==> src/rtl/aud_ser_pkg.sv <==
`timescale 1ns/1ps
package aud_ser_pkg;

    localparam int SAMPLE_W = 16;
    localparam int SEL_W    = $clog2(SAMPLE_W);

    typedef logic [SAMPLE_W-1:0] sample_t;

    typedef struct packed {
        sample_t left;
        sample_t right;
    } stereo_t;

    typedef enum logic {
        MODE_SERIAL   = 1'b0,
        MODE_PARALLEL = 1'b1
    } out_mode_e;

    typedef struct packed {
        logic sdata;
        logic bclk;
        logic lrclk;
        logic wclk;
        logic frame_end;
    } lane_t;

    // Bit of a sample word at slot position idx; positions past the word are zero.
    function automatic logic pick_bit(sample_t w, logic [31:0] idx, logic msb_first);
        logic [SEL_W-1:0] sel;
        if (idx >= 32'(SAMPLE_W)) return 1'b0;
        sel = SEL_W'(idx);
        return msb_first ? w[SEL_W'(SAMPLE_W-1) - sel] : w[sel];
    endfunction

endpackage

==> src/rtl/aud_ser_lane.sv <==
`timescale 1ns/1ps
module aud_ser_lane
    import aud_ser_pkg::*;
#(
    parameter int SLOT      = 48,
    parameter int HALF      = 4,
    parameter bit MSB_FIRST = 1'b1
) (
    input  logic    clk,
    input  logic    rst,
    input  stereo_t pair_i,
    output lane_t   lane_o
);
    localparam int PER       = 2 * HALF;
    localparam int PH_W      = $clog2(PER);
    localparam int POS_W     = $clog2(SLOT);
    localparam int HALF_SLOT = SLOT / 2;
    localparam int QTR_SLOT  = SLOT / 4;

    logic [PH_W-1:0]  ph_q;
    logic [POS_W-1:0] pos_q;
    logic             in_right;
    logic [POS_W-1:0] idx;
    sample_t          word;

    always_ff @(posedge clk) begin
        if (rst) begin
            ph_q  <= '0;
            pos_q <= '0;
        end else if (ph_q == PH_W'(PER - 1)) begin
            ph_q  <= '0;
            pos_q <= (pos_q == POS_W'(SLOT - 1)) ? '0 : pos_q + 1'b1;
        end else begin
            ph_q  <= ph_q + 1'b1;
        end
    end

    always_comb begin
        in_right         = (pos_q >= POS_W'(HALF_SLOT));
        idx              = in_right ? (pos_q - POS_W'(HALF_SLOT)) : pos_q;
        word             = in_right ? pair_i.right : pair_i.left;
        lane_o.sdata     = pick_bit(word, 32'(idx), MSB_FIRST);
        lane_o.bclk      = (ph_q >= PH_W'(HALF));
        lane_o.lrclk     = ~in_right;
        lane_o.wclk      = (idx < POS_W'(QTR_SLOT));
        lane_o.frame_end = (pos_q == POS_W'(SLOT - 1)) && (ph_q == PH_W'(PER - 1));
    end

    // LR clock moves only together with a falling bit clock.
    p_lr_on_fall_r6: assert property (@(posedge clk) disable iff (rst)
        (lane_o.lrclk != $past(lane_o.lrclk)) |-> (!lane_o.bclk && $past(lane_o.bclk)));

    // Word clock also moves only on a falling bit clock.
    p_wclk_on_fall_r4: assert property (@(posedge clk) disable iff (rst)
        (lane_o.wclk != $past(lane_o.wclk)) |-> (!lane_o.bclk && $past(lane_o.bclk)));

    // After the last cycle of a frame the lane is back at left, bit clock low.
    p_frame_restart_r6: assert property (@(posedge clk) disable iff (rst)
        lane_o.frame_end |=> (lane_o.lrclk && !lane_o.bclk));

endmodule

==> src/rtl/aud_pair_latch.sv <==
`timescale 1ns/1ps
module aud_pair_latch
    import aud_ser_pkg::*;
(
    input  logic    clk,
    input  logic    rst,
    input  logic    load_i,
    input  sample_t left_i,
    input  sample_t right_i,
    output stereo_t pair_o
);
    always_ff @(posedge clk) begin
        if (rst) begin
            pair_o <= '0;
        end else if (load_i) begin
            pair_o.left  <= left_i;
            pair_o.right <= right_i;
        end
    end

    // Held pair changes only after a frame-end load.
    p_hold_in_frame_r7: assert property (@(posedge clk) disable iff (rst)
        (pair_o != $past(pair_o)) |-> $past(load_i));

endmodule

==> src/rtl/aud_pin_mux.sv <==
`timescale 1ns/1ps
module aud_pin_mux
    import aud_ser_pkg::*;
(
    input  logic                par_sel_i,
    input  stereo_t             pair_i,
    input  logic                chan_left_i,
    input  logic                a_data_i,
    input  logic                a_bclk_i,
    input  logic                b_data_i,
    input  logic                b_bclk_i,
    input  logic                b_lr_i,
    output logic [SAMPLE_W-1:0] pins_o
);
    localparam int N_SER = 5;

    logic [N_SER-1:0]    ser_bits;
    logic [SAMPLE_W-1:0] ser_word;
    out_mode_e           mode;

    assign mode     = out_mode_e'(par_sel_i);
    assign ser_bits = {a_data_i, a_bclk_i, b_data_i, b_bclk_i, b_lr_i};

    for (genvar g = 0; g < SAMPLE_W; g++) begin : g_ser_map
        if (g >= SAMPLE_W - N_SER) begin : g_used
            assign ser_word[g] = ser_bits[g - (SAMPLE_W - N_SER)];
        end else begin : g_idle
            assign ser_word[g] = 1'b0;
        end
    end

    always_comb begin
        if (mode == MODE_PARALLEL) pins_o = chan_left_i ? pair_i.left : pair_i.right;
        else                       pins_o = ser_word;
    end

endmodule

==> src/rtl/aud_dual_ser.sv <==
`timescale 1ns/1ps
module aud_dual_ser
    import aud_ser_pkg::*;
#(
    parameter int SLOT_A = 48,
    parameter int HALF_A = 4,
    parameter int SLOT_B = 64,
    parameter int HALF_B = 3
) (
    input  logic        clk,
    input  logic        rst,
    input  logic        par_sel_i,
    input  logic [15:0] left_i,
    input  logic [15:0] right_i,
    output logic [15:0] pins_o,
    output logic        wclk48_o,
    output logic        lr48_o
);
    localparam int FRAME_A = SLOT_A * 2 * HALF_A;
    localparam int FRAME_B = SLOT_B * 2 * HALF_B;

    stereo_t pair;
    lane_t   lane_a;
    lane_t   lane_b;

    aud_pair_latch u_latch (
        .clk     (clk),
        .rst     (rst),
        .load_i  (lane_a.frame_end),
        .left_i  (left_i),
        .right_i (right_i),
        .pair_o  (pair)
    );

    aud_ser_lane #(.SLOT(SLOT_A), .HALF(HALF_A), .MSB_FIRST(1'b1)) u_lane_a (
        .clk    (clk),
        .rst    (rst),
        .pair_i (pair),
        .lane_o (lane_a)
    );

    aud_ser_lane #(.SLOT(SLOT_B), .HALF(HALF_B), .MSB_FIRST(1'b0)) u_lane_b (
        .clk    (clk),
        .rst    (rst),
        .pair_i (pair),
        .lane_o (lane_b)
    );

    aud_pin_mux u_mux (
        .par_sel_i   (par_sel_i),
        .pair_i      (pair),
        .chan_left_i (lane_a.lrclk),
        .a_data_i    (lane_a.sdata),
        .a_bclk_i    (lane_a.bclk),
        .b_data_i    (lane_b.sdata),
        .b_bclk_i    (lane_b.bclk),
        .b_lr_i      (lane_b.lrclk),
        .pins_o      (pins_o)
    );

    assign wclk48_o = lane_a.wclk;
    assign lr48_o   = lane_a.lrclk;

    // Both framings must share one frame length, so frame ends coincide.
    p_frames_aligned_r5: assert property (@(posedge clk) disable iff (rst)
        (FRAME_A == FRAME_B) && (lane_a.frame_end == lane_b.frame_end));

    // Both LR clocks agree on the channel at every cycle.
    p_lr_agree_r6: assert property (@(posedge clk) disable iff (rst)
        lane_a.lrclk == lane_b.lrclk);

    // Second stream's word-rate marker also moves only on its falling bit clock.
    p_lane_b_wclk_r5: assert property (@(posedge clk) disable iff (rst)
        (lane_b.wclk != $past(lane_b.wclk)) |-> !lane_b.bclk);

endmodule

==> config.mk <==
export PLATFORM = sky130hd
export DESIGN_NAME = aud_dual_ser
export DESIGN_NICKNAME = d
export VERILOG_FILES = /design/src/rtl/aud_ser_pkg.sv /design/src/rtl/aud_ser_lane.sv /design/src/rtl/aud_pair_latch.sv /design/src/rtl/aud_pin_mux.sv /design/src/rtl/aud_dual_ser.sv
export SDC_FILE = /design/constraint.sdc
export NUM_CORES = 1
export LEC_CHECK = 0
export CAP_MARGIN = 20
export CORE_MARGIN = 8
export CORE_UTILIZATION = 57
export DETAILED_ROUTE_END_ITERATION = 10
export DONT_BUFFER_PORTS = 1
export PLACE_DENSITY = 0.81
export SLEW_MARGIN = 20
export SYNTH_ARGS = -nofsm -noshare
export SYNTH_HDL_FRONTEND = slang
export SYNTH_SLANG_ARGS = --single-unit
==> constraint.sdc <==
create_clock -name clk -period 2.4 [get_ports clk]
set_clock_uncertainty 0.15 [all_clocks]
set_input_delay 0.12 -clock clk [delete_from_list [all_inputs] [get_ports clk]]
set_output_delay 0.12 -clock clk [all_outputs]
set_load 0.01 [all_outputs]
; ---- Word-level counts from Yosys, hierarchy flattened
; Cells that the tools add are included.
[classes]
eq_ne = 4
n_mux = 17
n_addsub = 7
magnitude_cmp = 9
n_reduce_logical = 3
bitwise = 2
[ops]
columns = op, count
row1 = 16-bit two-way mux, 3
row2 = 6-bit two-way mux, 4
row3 = 6-bit by 5-bit greater-or-equal comparator with 1-bit output (second input constant), 3
row4 = 6-bit by 1-bit adder with 6-bit output (second input constant), 2
row5 = 6-bit == test (second input constant), 2
row6 = 4-bit by 5-bit less-than comparator with 1-bit output (second input constant), 2
row7 = 1-bit binary-select mux with 4-bit select, 2
row8 = 1-bit two-way mux, 8
row9 = 3-bit by 1-bit adder with 3-bit output (second input constant), 2
row10 = 3-bit == test (second input constant), 2
row11 = 6-bit greater-or-equal comparator (second input constant), 1
row12 = 6-bit by 4-bit less-than comparator with 1-bit output (second input constant), 1
row13 = 6-bit by 5-bit subtractor with 6-bit output (second input constant), 1
row14 = 6-bit subtractor (second input constant), 1
row15 = 2-bit OR reduction, 2
row16 = 4-bit subtractor (first input constant), 1
row17 = 3-bit by 2-bit greater-or-equal comparator with 1-bit output (second input constant), 1
row18 = 3-bit greater-or-equal comparator (second input constant), 1
row19 = 1-bit NOT, 2
row20 = 1-bit logical AND, 1
[word_totals]
reg_bits = 50
wordCells = 48
output_inout_bits = 18

; ---- Longest topological paths before layout
[depth]
word_depth = 7
mapped_depth = 8

; ---- Hierarchy
; From an unflattened synthesis, not the netlist that was laid out.
[hier_totals]
cells_unflattened = 324
hier_area_um2 = 3126.7
[by_module_without_submodules]
columns = module, area_each_um2, n_inst, seq_area_each_um2, cells_per_inst
row1 = aud_pair_latch, 1163.6, 1, 640.6, 103
row2 = aud_ser_lane (u_lane_a), 928.4, 1, 180.2, 109
row3 = aud_ser_lane (u_lane_b), 723.2, 1, 180.2, 71
row4 = aud_pin_mux, 311.5, 1, 0.0, 41

; ---- Worst setup path before layout
; No wires, ideal clock.
[synth_path]
path_type = reg-to-output
from = register u_lane_a.pos_q[4]
to = output pins_o[15]
path_stages_with_launch = 8
arrival_ps = 2281
setup_slack_ps = -151
required_time_ps = 2130
cell_sequence = dfxtp_1 clkbuf_1 a21oi_1 nand2_4 inv_4 mux4_2 a221o_1 a221o_1
[synth_via]
elab_chain_len = 7
[synth_rtl]
columns = element, line
row1 = "start, declared", aud_ser_lane.sv:21  ; logic [POS_W-1:0] pos_q;
row2 = "start signal, assigned", aud_ser_lane.sv:32  ; pos_q <= (pos_q == POS_W'(SLOT - 1)) ? '0 : pos_q + 1'b1;
row3 = 6-bit by 5-bit greater-or-equal comparator with 1-bit output, aud_ser_lane.sv:39  ; in_right = (pos_q >= POS_W'(HALF_SLOT));
row4 = 6-bit two-way mux, aud_ser_lane.sv:40  ; idx = in_right ? (pos_q - POS_W'(HALF_SLOT)) : pos_q;
row5 = 4-bit subtractor, aud_ser_pkg.sv:32  ; return msb_first ? w[SEL_W'(SAMPLE_W-1) - sel] : w[sel];
row6 = 1-bit binary-select mux with 4-bit select, aud_ser_pkg.sv:32
row7 = 1-bit two-way mux (implied by the code), aud_ser_pkg.sv:32
row8 = 1-bit two-way mux, aud_ser_pkg.sv:31  ; sel = SEL_W'(idx);
row9 = 16-bit two-way mux (*), aud_pin_mux.sv:33  ; if (mode == MODE_PARALLEL) pins_o = chan_left_i ? pair_i.left : pair_i.right;
row10 = "end, declared", aud_dual_ser.sv:15  ; output logic [15:0] pins_o,
; Mark *: on every way between the ends. The rest lies on a longest branch, timed or not. The select of a mux whose other input is x is not followed.

; ---- Final worst setup path
; Same ends and word-level chain as after synthesis.

==> results.json <==
{
  "port_buffers": 0,
  "coreArea_um2": 4790,
  "drive_gt1_share_pct": 16.2,
  "synth.largest_area_cell": "dfxtp_1",
  "cts.sinks": 50,
  "whs_ns": 0.179,
  "path_max_fanout": 5,
  "root_buffer": "clkbuf_8",
  "track_usage_pct": 22.6,
  "hold_start": "par_sel_i",
  "fillers": 319,
  "grt_max_degree": 49,
  "power.leakage_nw": 1.19,
  "syn_inst": 353,
  "netlist_area_um2": 2860,
  "ys_ff_latch": 50,
  "drt-wirelength-per-cell_um": 18.3,
  "ys_warn_count": 0,
  "synthArstFlopShare_pct": 0,
  "syn_avg_cell_area_um2": 8.11,
  "drt.antenna.violating_nets": 0,
  "cts_buffers": 5,
  "cts_tree": "built",
  "max_freq_ghz": 0.358,
  "areaGrowthSynthToFinish_pct": 23.7,
  "dr.pass1.iters": 5,
  "antenna_found_initial": 0,
  "tns_ns": -0.397,
  "post-route-period-util_pct": 117,
  "layout.nets": 433,
  "timing.final.ws_setup_ns": -0.397,
  "synth-edff-count": 0,
  "hold_path_depth": 1,
  "place_hpwl_um": 5520,
  "path_class": "register to primary output",
  "mostFrequentLayoutCell": "nand2_1",
  "htreeDepth": 2,
  "cp.required_ns": 2.13,
  "period_minus_slack_ns": 2.80,
  "place_ws_ns": -0.0545,
  "gp_congestion": 0.887,
  "synth_cell_type_count": 45,
  "layout_common_cells": "nand2_1 (104), dfxtp_1 (46), a21oi_1 (34)",
  "failed_checks": "setup timing",
  "synthFlopType": "dfxtp_1",
  "rsz0062_at_grt": "yes",
  "insertion_delay_ns": 0.31,
  "die_area_um2": 7540,
  "drc": 0,
  "setup_viol": 1,
  "critPathArrivalTime_ns": 2.53,
  "netlist_top_cells_area": "dfxtp_1 (35%), nand2_1 (14%), mux4_2 (11%)",
  "r2r_end": "u_latch.pair_o[19]",
  "boundaryPins": 53,
  "ir_drop_mv": 0.465,
  "synth_top_area_share_pct": 35.0,
  "yosysSeqAreaShare_pct": 35.0,
  "die_h_um": 86.9,
  "drv_cap": 0,
  "reg2reg_slack_ns": 0.40,
  "hold_viol_final": 0,
  "insertedDiodeCount": 0,
  "finalMaxSlewViolations": 0,
  "stdcell_count": 456,
  "synthesis.nets": 398,
  "path_clk_slew_ns": 0.09,
  "cp-start-kind": "register",
  "wirelength_um": 8360,
  "drt-vias-per-instance": 6.14,
  "power.density_nw_per_um2": 441,
  "vias": 2799,
  "status": "finished with violations",
  "worstReg2RegStart": "u_lane_a.pos_q[0]",
  "post-route-util_pct": 73.9,
  "grt_pass1_vias": 2726,
  "drtIter0Drc": 369,
  "grt_pass1_wl_um": 13500,
  "hold_class": "input pin to primary output",
  "slew_headroom_pct": 61.5,
  "place_inst": 413,
  "die_x_um": 86.9,
  "worstMarginPinSlew_ns": 0.563,
  "min_to": "pins_o[14]",
  "rows": 25,
  "endpoint_kind": "primary output",
  "initial_utilization_pct": 59.8,
  "clock_path_buffers": 2,
  "rr_worst_depth": 7,
  "grt_remaining_overflow": 0
}
==> cell families after synthesis <==
kind of cell               synth area share [%]
buffers and inverters                      5.55
AOI/OAI and AO/OA                          14.6
adders and majority gates                  4.37
xor gates and xnor gates                   3.06
muxes                                      13.2
and+or+nand+nor                            24.3
DFF                                        35.0
==> repair_timing <==
| item | 4_1_cts | 5_1_grt |
|---|---|---|
| pin swaps | 0 | 1 |
| setup endpoints to repair | 2 | 8 |
| hold endpoints to repair | 50 | 0 |
| gates resized for setup | 2 | 16 |
| hold buffers | 34 | 0 |
| buffers inserted | 0 | 1 |
==> sequential cells by signal (all words and copies together), names as in the netlist <==
| signal | flops |
|---|---|
| u_lane_b.pos_q | 6 |
| u_lane_a.pos_q | 6 |
| u_lane_a.ph_q | 3 |
| u_lane_b.ph_q | 3 |
| u_latch.pair_o | 32 |
==> critical path, stage by stage (launching register included) <==
cell and delay [ns]:
dfxtp_2 0.36, ha_4 0.15, or4b_4 0.49, nand2_4 0.11, inv_4 0.04, mux4_2 0.40
a221o_1 0.31, a221o_1 0.35
==> worst max-delay path by stage <==
stage | startpoint | to | slack (ns)
CTS | u_lane_a.pos_q[4] | pins_o[15] | -0.39
floorplan | u_lane_a.pos_q[3] | pins_o[15] | -0.02
global route | u_lane_a.pos_q[4] | pins_o[15] | -0.46
global placement | u_lane_a.pos_q[4] | pins_o[15] | -0.03
detailed placement | u_lane_a.pos_q[4] | pins_o[15] | -0.05
finish | u_lane_a.pos_q[4] | pins_o[15] | -0.40
==> cell type report <==
cell class / count / area, um^2 / area share, %
clock inverter: 2 / 37.5 / 1.06
clock buffer: 6 / 72.6 / 2.05
multi-input combinational: 264 / 1760 / 49.9
inverter: 11 / 43.8 / 1.24
timing repair buffer: 56 / 528 / 14.9
tap: 67 / 83.8 / 2.37
sequential: 50 / 1010 / 28.5
==> stage by stage <==
stage	cell area (um^2)	power, mW
after floorplan	2880	0.910
after global placement	3020	0.903
after detailed placement	3020	0.907
after CTS	3490	1.55
after global routing	3540	1.60
final	3540	1.56
==> synth_stat cells, types with 4 or more instances <==
cell	number
nor3b_1	4
mux4_2	14
nor3_1	10
nor2_1	15
inv_1	10
a21boi_0	11
nand3_1	5
xor2_1	4
mux2i_1	5
o21ai_0	4
and3_1	4
xnor2_1	6
ha_1	10
clkbuf_1	23
nand2_1	104
dfxtp_1	50
a21oi_1	35
nand4_1	6
==> report_power, final <==
| group | internal [mW] | switching, mW |
|---|---|---|
| combinational | 0.0626 | 0.0426 |
| sequential | 0.838 | 0.00871 |
| clock | 0.311 | 0.297 |
==> per-layer routing <==
| layer | vias up | GRT usage, % | wire, um |
|---|---|---|---|
| met4 | 0 | 6.89 | 167 |
| met2 | 187 | 36.2 | 3880 |
| met3 | 27 | 7.26 | 1040 |
| met1 | 1297 | 28.1 | 3270 |
| met5 | - | 0 | 0 |
| li1 | 1288 | - | - |
Power figures use the tool's default switching activity.
